$ cat config.mk
export PLATFORM = sky130hd
export DESIGN_NAME = vcm_mult
export DESIGN_NICKNAME = d
export VERILOG_FILES = /design/src/rtl/vcm_pkg.sv /design/src/rtl/vcm_cla.sv /design/src/rtl/vcm_leaf2x2.sv /design/src/rtl/vcm_stage.sv /design/src/rtl/vcm_mult.sv
export SDC_FILE = /design/constraint.sdc
export NUM_CORES = 1
export LEC_CHECK = 0
export ABC_AREA = 1
export CORE_ASPECT_RATIO = 0.7
export CORE_UTILIZATION = 50
export DETAILED_ROUTE_END_ITERATION = 10
export PLACE_DENSITY = 0.68
export SLEW_MARGIN = 10
export SYNTH_ARGS = -nofsm -noshare
export SYNTH_HDL_FRONTEND = slang
export SYNTH_SLANG_ARGS = --single-unit
$ cat constraint.sdc
create_clock -name vclk -period 29.4
set_input_delay 5.88 -clock vclk [all_inputs]
set_output_delay 5.88 -clock vclk [all_outputs]
set_load 0.02 [all_outputs]
$ cat src/rtl/vcm_pkg.sv
package vcm_pkg;
    // carry look-ahead group size in bits
    localparam int unsigned CLA_GRP = 4;

    function automatic bit is_pow2_ge2(input int unsigned v);
        return (v >= 2) && ((v & (v - 1)) == 0);
    endfunction

    function automatic int unsigned grp_count(input int unsigned w);
        return (w + CLA_GRP - 1) / CLA_GRP;
    endfunction
endpackage

$ cat src/rtl/vcm_cla.sv
module vcm_cla
    import vcm_pkg::*;
#(
    parameter int unsigned W = 8
) (
    input  logic [W-1:0] add_a,
    input  logic [W-1:0] add_b,
    input  logic         cin,
    output logic [W-1:0] sum,
    output logic         cout
);
    localparam int unsigned NG = grp_count(W);
    localparam int unsigned WP = NG * CLA_GRP;

    logic [WP-1:0] a_pad, b_pad, prop, gen;
    logic [NG-1:0] grp_g, grp_p;
    logic [NG:0]   grp_c;
    logic [WP:0]   bit_c;

    // pad operands up to a whole number of groups
    always_comb begin
        a_pad = '0;
        b_pad = '0;
        a_pad[W-1:0] = add_a;
        b_pad[W-1:0] = add_b;
        prop = a_pad ^ b_pad;
        gen  = a_pad & b_pad;
    end

    // group generate / propagate
    always_comb begin
        for (int j = 0; j < int'(NG); j++) begin
            logic gacc;
            logic pacc;
            gacc = 1'b0;
            pacc = 1'b1;
            for (int i = 0; i < int'(CLA_GRP); i++) begin
                gacc = gen[j*CLA_GRP+i] | (prop[j*CLA_GRP+i] & gacc);
                pacc = pacc & prop[j*CLA_GRP+i];
            end
            grp_g[j] = gacc;
            grp_p[j] = pacc;
        end
    end

    // flat group-level look-ahead: each group carry is a sum of products
    always_comb begin
        grp_c[0] = cin;
        for (int j = 0; j < int'(NG); j++) begin
            logic acc;
            logic term;
            acc = cin;
            for (int m = 0; m <= j; m++) acc = acc & grp_p[m];
            for (int k = 0; k <= j; k++) begin
                term = grp_g[k];
                for (int m = k + 1; m <= j; m++) term = term & grp_p[m];
                acc = acc | term;
            end
            grp_c[j+1] = acc;
        end
    end

    // carries inside each group, seeded by the group carry
    always_comb begin
        bit_c = '0;
        for (int j = 0; j < int'(NG); j++) begin
            bit_c[j*CLA_GRP] = grp_c[j];
            for (int i = 1; i < int'(CLA_GRP); i++) begin
                bit_c[j*CLA_GRP+i] = gen[j*CLA_GRP+i-1]
                                   | (prop[j*CLA_GRP+i-1] & bit_c[j*CLA_GRP+i-1]);
            end
        end
        bit_c[WP] = grp_c[NG];
    end

    assign sum  = prop[W-1:0] ^ bit_c[W-1:0];
    assign cout = bit_c[W];

    always_comb begin
        AST_CLA_SUM: assert ({cout, sum} == ({1'b0, add_a} + {1'b0, add_b} + (W+1)'(cin)));
    end
endmodule

$ cat src/rtl/vcm_leaf2x2.sv
module vcm_leaf2x2 (
    input  logic [1:0] la,
    input  logic [1:0] lb,
    output logic [3:0] ly
);
    logic cross_lo, cross_hi, ha0_c, top_pp;

    always_comb begin
        cross_lo = la[0] & lb[1];
        cross_hi = la[1] & lb[0];
        top_pp   = la[1] & lb[1];
        ha0_c    = cross_lo & cross_hi;
        ly[0]    = la[0] & lb[0];
        ly[1]    = cross_lo ^ cross_hi;
        ly[2]    = top_pp ^ ha0_c;
        ly[3]    = top_pp & ha0_c;
    end

    always_comb begin
        AST_LEAF_RANGE: assert (ly <= 4'd9);
    end
endmodule

$ cat src/rtl/vcm_stage.sv
module vcm_stage #(
    parameter int unsigned N = 4
) (
    input  logic [N-1:0]   sa,
    input  logic [N-1:0]   sb,
    output logic [2*N-1:0] sy
);
    localparam int unsigned H = N / 2;

    generate
        if (N == 2) begin : g_leaf
            vcm_leaf2x2 u_leaf (.la(sa), .lb(sb), .ly(sy));
        end else begin : g_split
            logic [N-1:0]   pp_ll, pp_lh, pp_hl, pp_hh;
            logic [N:0]     cross_s1;
            logic [N+1:0]   cross_s2;
            logic [N-1:0]   upper_sum;
            logic           c1_out, c2_out, c3_out;
            logic [H+1:0]   cross_carry;

            vcm_stage #(.N(H)) u_ll (.sa(sa[H-1:0]), .sb(sb[H-1:0]), .sy(pp_ll));
            vcm_stage #(.N(H)) u_lh (.sa(sa[H-1:0]), .sb(sb[N-1:H]), .sy(pp_lh));
            vcm_stage #(.N(H)) u_hl (.sa(sa[N-1:H]), .sb(sb[H-1:0]), .sy(pp_hl));
            vcm_stage #(.N(H)) u_hh (.sa(sa[N-1:H]), .sb(sb[N-1:H]), .sy(pp_hh));

            // cross terms summed first, then the carry of low x low added
            vcm_cla #(.W(N+1)) u_add_x1 (
                .add_a ((N+1)'(pp_lh)),
                .add_b ((N+1)'(pp_hl)),
                .cin   (1'b0),
                .sum   (cross_s1),
                .cout  (c1_out)
            );
            vcm_cla #(.W(N+2)) u_add_x2 (
                .add_a ((N+2)'(cross_s1)),
                .add_b ((N+2)'(pp_ll[N-1:H])),
                .cin   (1'b0),
                .sum   (cross_s2),
                .cout  (c2_out)
            );

            assign cross_carry = cross_s2[N+1:H];

            vcm_cla #(.W(N)) u_add_hi (
                .add_a (pp_hh),
                .add_b (N'(cross_carry)),
                .cin   (1'b0),
                .sum   (upper_sum),
                .cout  (c3_out)
            );

            assign sy = {upper_sum, cross_s2[H-1:0], pp_ll[H-1:0]};

            always_comb begin
                AST_CROSS_FITS: assert (!c1_out && !c2_out);
                AST_NO_OVERFLOW: assert (!c3_out);
                AST_LOW_PASS: assert (sy[H-1:0] == pp_ll[H-1:0]);
            end
        end
    endgenerate
endmodule

$ cat src/rtl/vcm_mult.sv
module vcm_mult
    import vcm_pkg::*;
#(
    parameter int unsigned WIDTH = 16
) (
    input  logic [WIDTH-1:0]   op_a,
    input  logic [WIDTH-1:0]   op_b,
    output logic [2*WIDTH-1:0] product
);
    generate
        if (!is_pow2_ge2(WIDTH)) begin : g_bad_width
            $error("vcm_mult: WIDTH must be a power of two of at least 2");
        end
    endgenerate

    vcm_stage #(.N(WIDTH)) u_core (.sa(op_a), .sb(op_b), .sy(product));

    always_comb begin
        if (op_a == '0 || op_b == '0) begin
            AST_ZERO_ANNIHILATES: assert (product == '0);
        end
        if (op_a == WIDTH'(1)) begin
            AST_UNIT_IDENTITY: assert (product == (2*WIDTH)'(op_b));
        end
    end
endmodule

==> summary.md <==
0 antenna diodes ended up in the layout. For the initial antenna violation count, the log shows 0. The run gives 0.384 as the worst slew slack as a fraction of its limit.

The routed layout has 8,742 vias. The portion of synthesized cell area occupied by the leading cell type works out to 0.321. The critical path contains buffers and inverters numbering 7 combined. The count of cells resized by post-cts repair is 0, and the HPWL after detailed placement is 21,700 um. After routing, the total negative slack on setup checks comes to 0 ns. The ratio of cells with drive above 1 in the final layout is 0.0131. Dividing the detail-routed via count by the number of cells gives 4.54.

The chip height is 132 um, and the number of detailed-routing iterations run before antenna repair is 4. The initialized floorplan defines 47 standard-cell rows. Prior to clock tree synthesis, the placed netlist has a worst setup slack of 5.67 ns.

After layout, the worst setup slack is 5.66 ns. The tools report the max-cap violation count as 0. The tools report the final hold violation count as 0. After synthesis, the cell types taking the most area are sky130_fd_sc_hd__ha_1, sky130_fd_sc_hd__fa_1, sky130_fd_sc_hd__inv_1, sky130_fd_sc_hd__nand2_1, sky130_fd_sc_hd__xnor2_1. In this design, the largest share of critical-path delay is due to adder cells. Setup repair after global routing left no endpoint under its margin. The starting utilization of the core area was 0.509; the count of hold buffers inserted by post-cts repair was 0. Leading cell type in the layout, fill and taps excluded: sky130_fd_sc_hd__inv_1.

The synthesis-to-layout area growth is 6.92%, and the measured slew at the worst slew-check pin is 0.921 ns. The overall routing resource usage came out at 0.214. The clock period could shrink to 23.74 ns. The total DRC errors in the routed layout came out at 0. Counting every instance in the synthesized netlist gives 1,592.

Nature of the critical path startpoint: an input port. In this run the mean area of a mapped cell was 7.55 um2. For the worst setup path, the data required time is 23.52 ns.

The die covers 24,700 um2. The run gives 2,127 as the final layout net count. Clock buffer count in the final layout: 0.

Summed over all instances, the cell type with the most area after synthesis is sky130_fd_sc_hd__ha_1. The run gives 17.86 ns as the arrival time at the worst endpoint. The type of the setup path with the least slack was input port to output pin. The largest individual stage delay along the critical path comes from the cell sky130_fd_sc_hd__clkdlybuf4s50_1.

Initial DRC count: 478. The run finished with clean final reports. The share of the clock period used by the worst path was 0.808; the warning count from the yosys run was 0. The cell that appears most often on the critical path is sky130_fd_sc_hd__fa_1. The share of synthesized area occupied by flip-flops and latches is 0, and the final setup violation count is 0.

Routability-driven placement congestion ratio: 0.869. In this run the worst hold path is classified as input port to output pin. Die extent in x: 187 um. The run gives 0 as the max-slew violation total from the final report.

In the layout the commonest cells are sky130_fd_sc_hd__inv_1, sky130_fd_sc_hd__ha_1, sky130_fd_sc_hd__nand2_1, sky130_fd_sc_hd__fa_1, sky130_fd_sc_hd__clkdlybuf4s50_1. Routed wire length: 24,900 um. For this run, the top clock speed supported by timing is 0.0421 GHz.

The design has 0 sequential cells. The first global-routing pass estimated 42,800 um of wire. The endpoint kind of the worst setup timing path is an output pin. The via count of the first global-routing pass is 8,635, and the post-route worst hold slack is 13.19 ns. The logs give 12,800 um2 for the area of all placed cells without fillers and 0 for the number of antenna-violating nets in the routed design. Dividing the detail-routed wire length by the instance count gives 12.9 um.

The number of nets in the synthesized netlist is 2,110. For this run the aggregate overflow at the end of global routing stands at 0. The placed instances occupy a cell area of 12,800 um2. Input and output buffers added on the ports amount to 64. In this run the standard cell core region covers 23,600 um2. For the post-CTS setup repair buffer count, the log shows 0.

The highest net fanout along the worst path came out at 16. The distinct cell type count of the synthesized netlist is 20, and the number of top-level design ports is 64. The run gives 17 as the maximum number of pins on one net before global-route repair.

In this design, the stage delay of the slowest critical-path cell is 0.78 ns. The logs give 12,000 um2 for the post-synthesis cell area and 0 um2 for the register area.
path summary, 6_finish.rpt:
kind / depth (start not counted) / from / slack, ns / end
worst max-delay path: 42 / op_b[3] / 5.66 / product[27]
worst min-delay path: 4 / op_b[0] / 13.19 / product[0]
synthesized netlist by cell type:
cell / count
sky130_fd_sc_hd__fa_1: 178
sky130_fd_sc_hd__inv_1: 644
sky130_fd_sc_hd__nor2_2: 5
sky130_fd_sc_hd__or3_1: 1
sky130_fd_sc_hd__nand3_1: 9
sky130_fd_sc_hd__nand2_1: 288
sky130_fd_sc_hd__nor2_1: 9
sky130_fd_sc_hd__or2_1: 2
sky130_fd_sc_hd__nor3_1: 3
sky130_fd_sc_hd__clkbuf_2: 32
sky130_fd_sc_hd__o21ai_0: 5
sky130_fd_sc_hd__buf_2: 32
sky130_fd_sc_hd__a21oi_1: 8
sky130_fd_sc_hd__xnor2_1: 32
sky130_fd_sc_hd__ha_1: 308
sky130_fd_sc_hd__o211ai_1: 3
sky130_fd_sc_hd__nor3b_1: 1
sky130_fd_sc_hd__xor2_1: 21
sky130_fd_sc_hd__nand3b_2: 1
sky130_fd_sc_hd__nand4_1: 10
cell type report:
class	count	area (um2)
multi-input cells	884	9280
fillers	2206	10700
inverters	644	2420
well taps	318	398
repair buffers	79	753
metal layers:
layer	track usage	wire, um	vias to the layer above
met5	0	0	-
met1	0.344	13300	4088
met4	0.0146	135	0
met2	0.327	10300	180
li1	-	-	4468
met3	0.0104	1180	6
metrics by stage:
stage	std cells	util
after floorplan	1592	-
after global placement	1925	0.545
after detailed placement	1925	0.545
after CTS	1925	0.545
after global routing	1925	0.545
final	1925	0.545
kinds of logic (layout without fill, tap and decap cells):
| logic type | after synthesis | after routing | share of synthesized area |
|---|---|---|---|
| xor+xnor | 53 | 53 | 0.0386 |
| simple gates | 329 | 329 | 0.109 |
| buf+inv | 708 | 723 | 0.228 |
| compound gates | 16 | 16 | 0.00729 |
| fa+ha+maj | 486 | 486 | 0.617 |
Power is left out: the tool's default activity adds up to more than one toggle a clock period on the data nets, which glitch-free logic cannot reach.
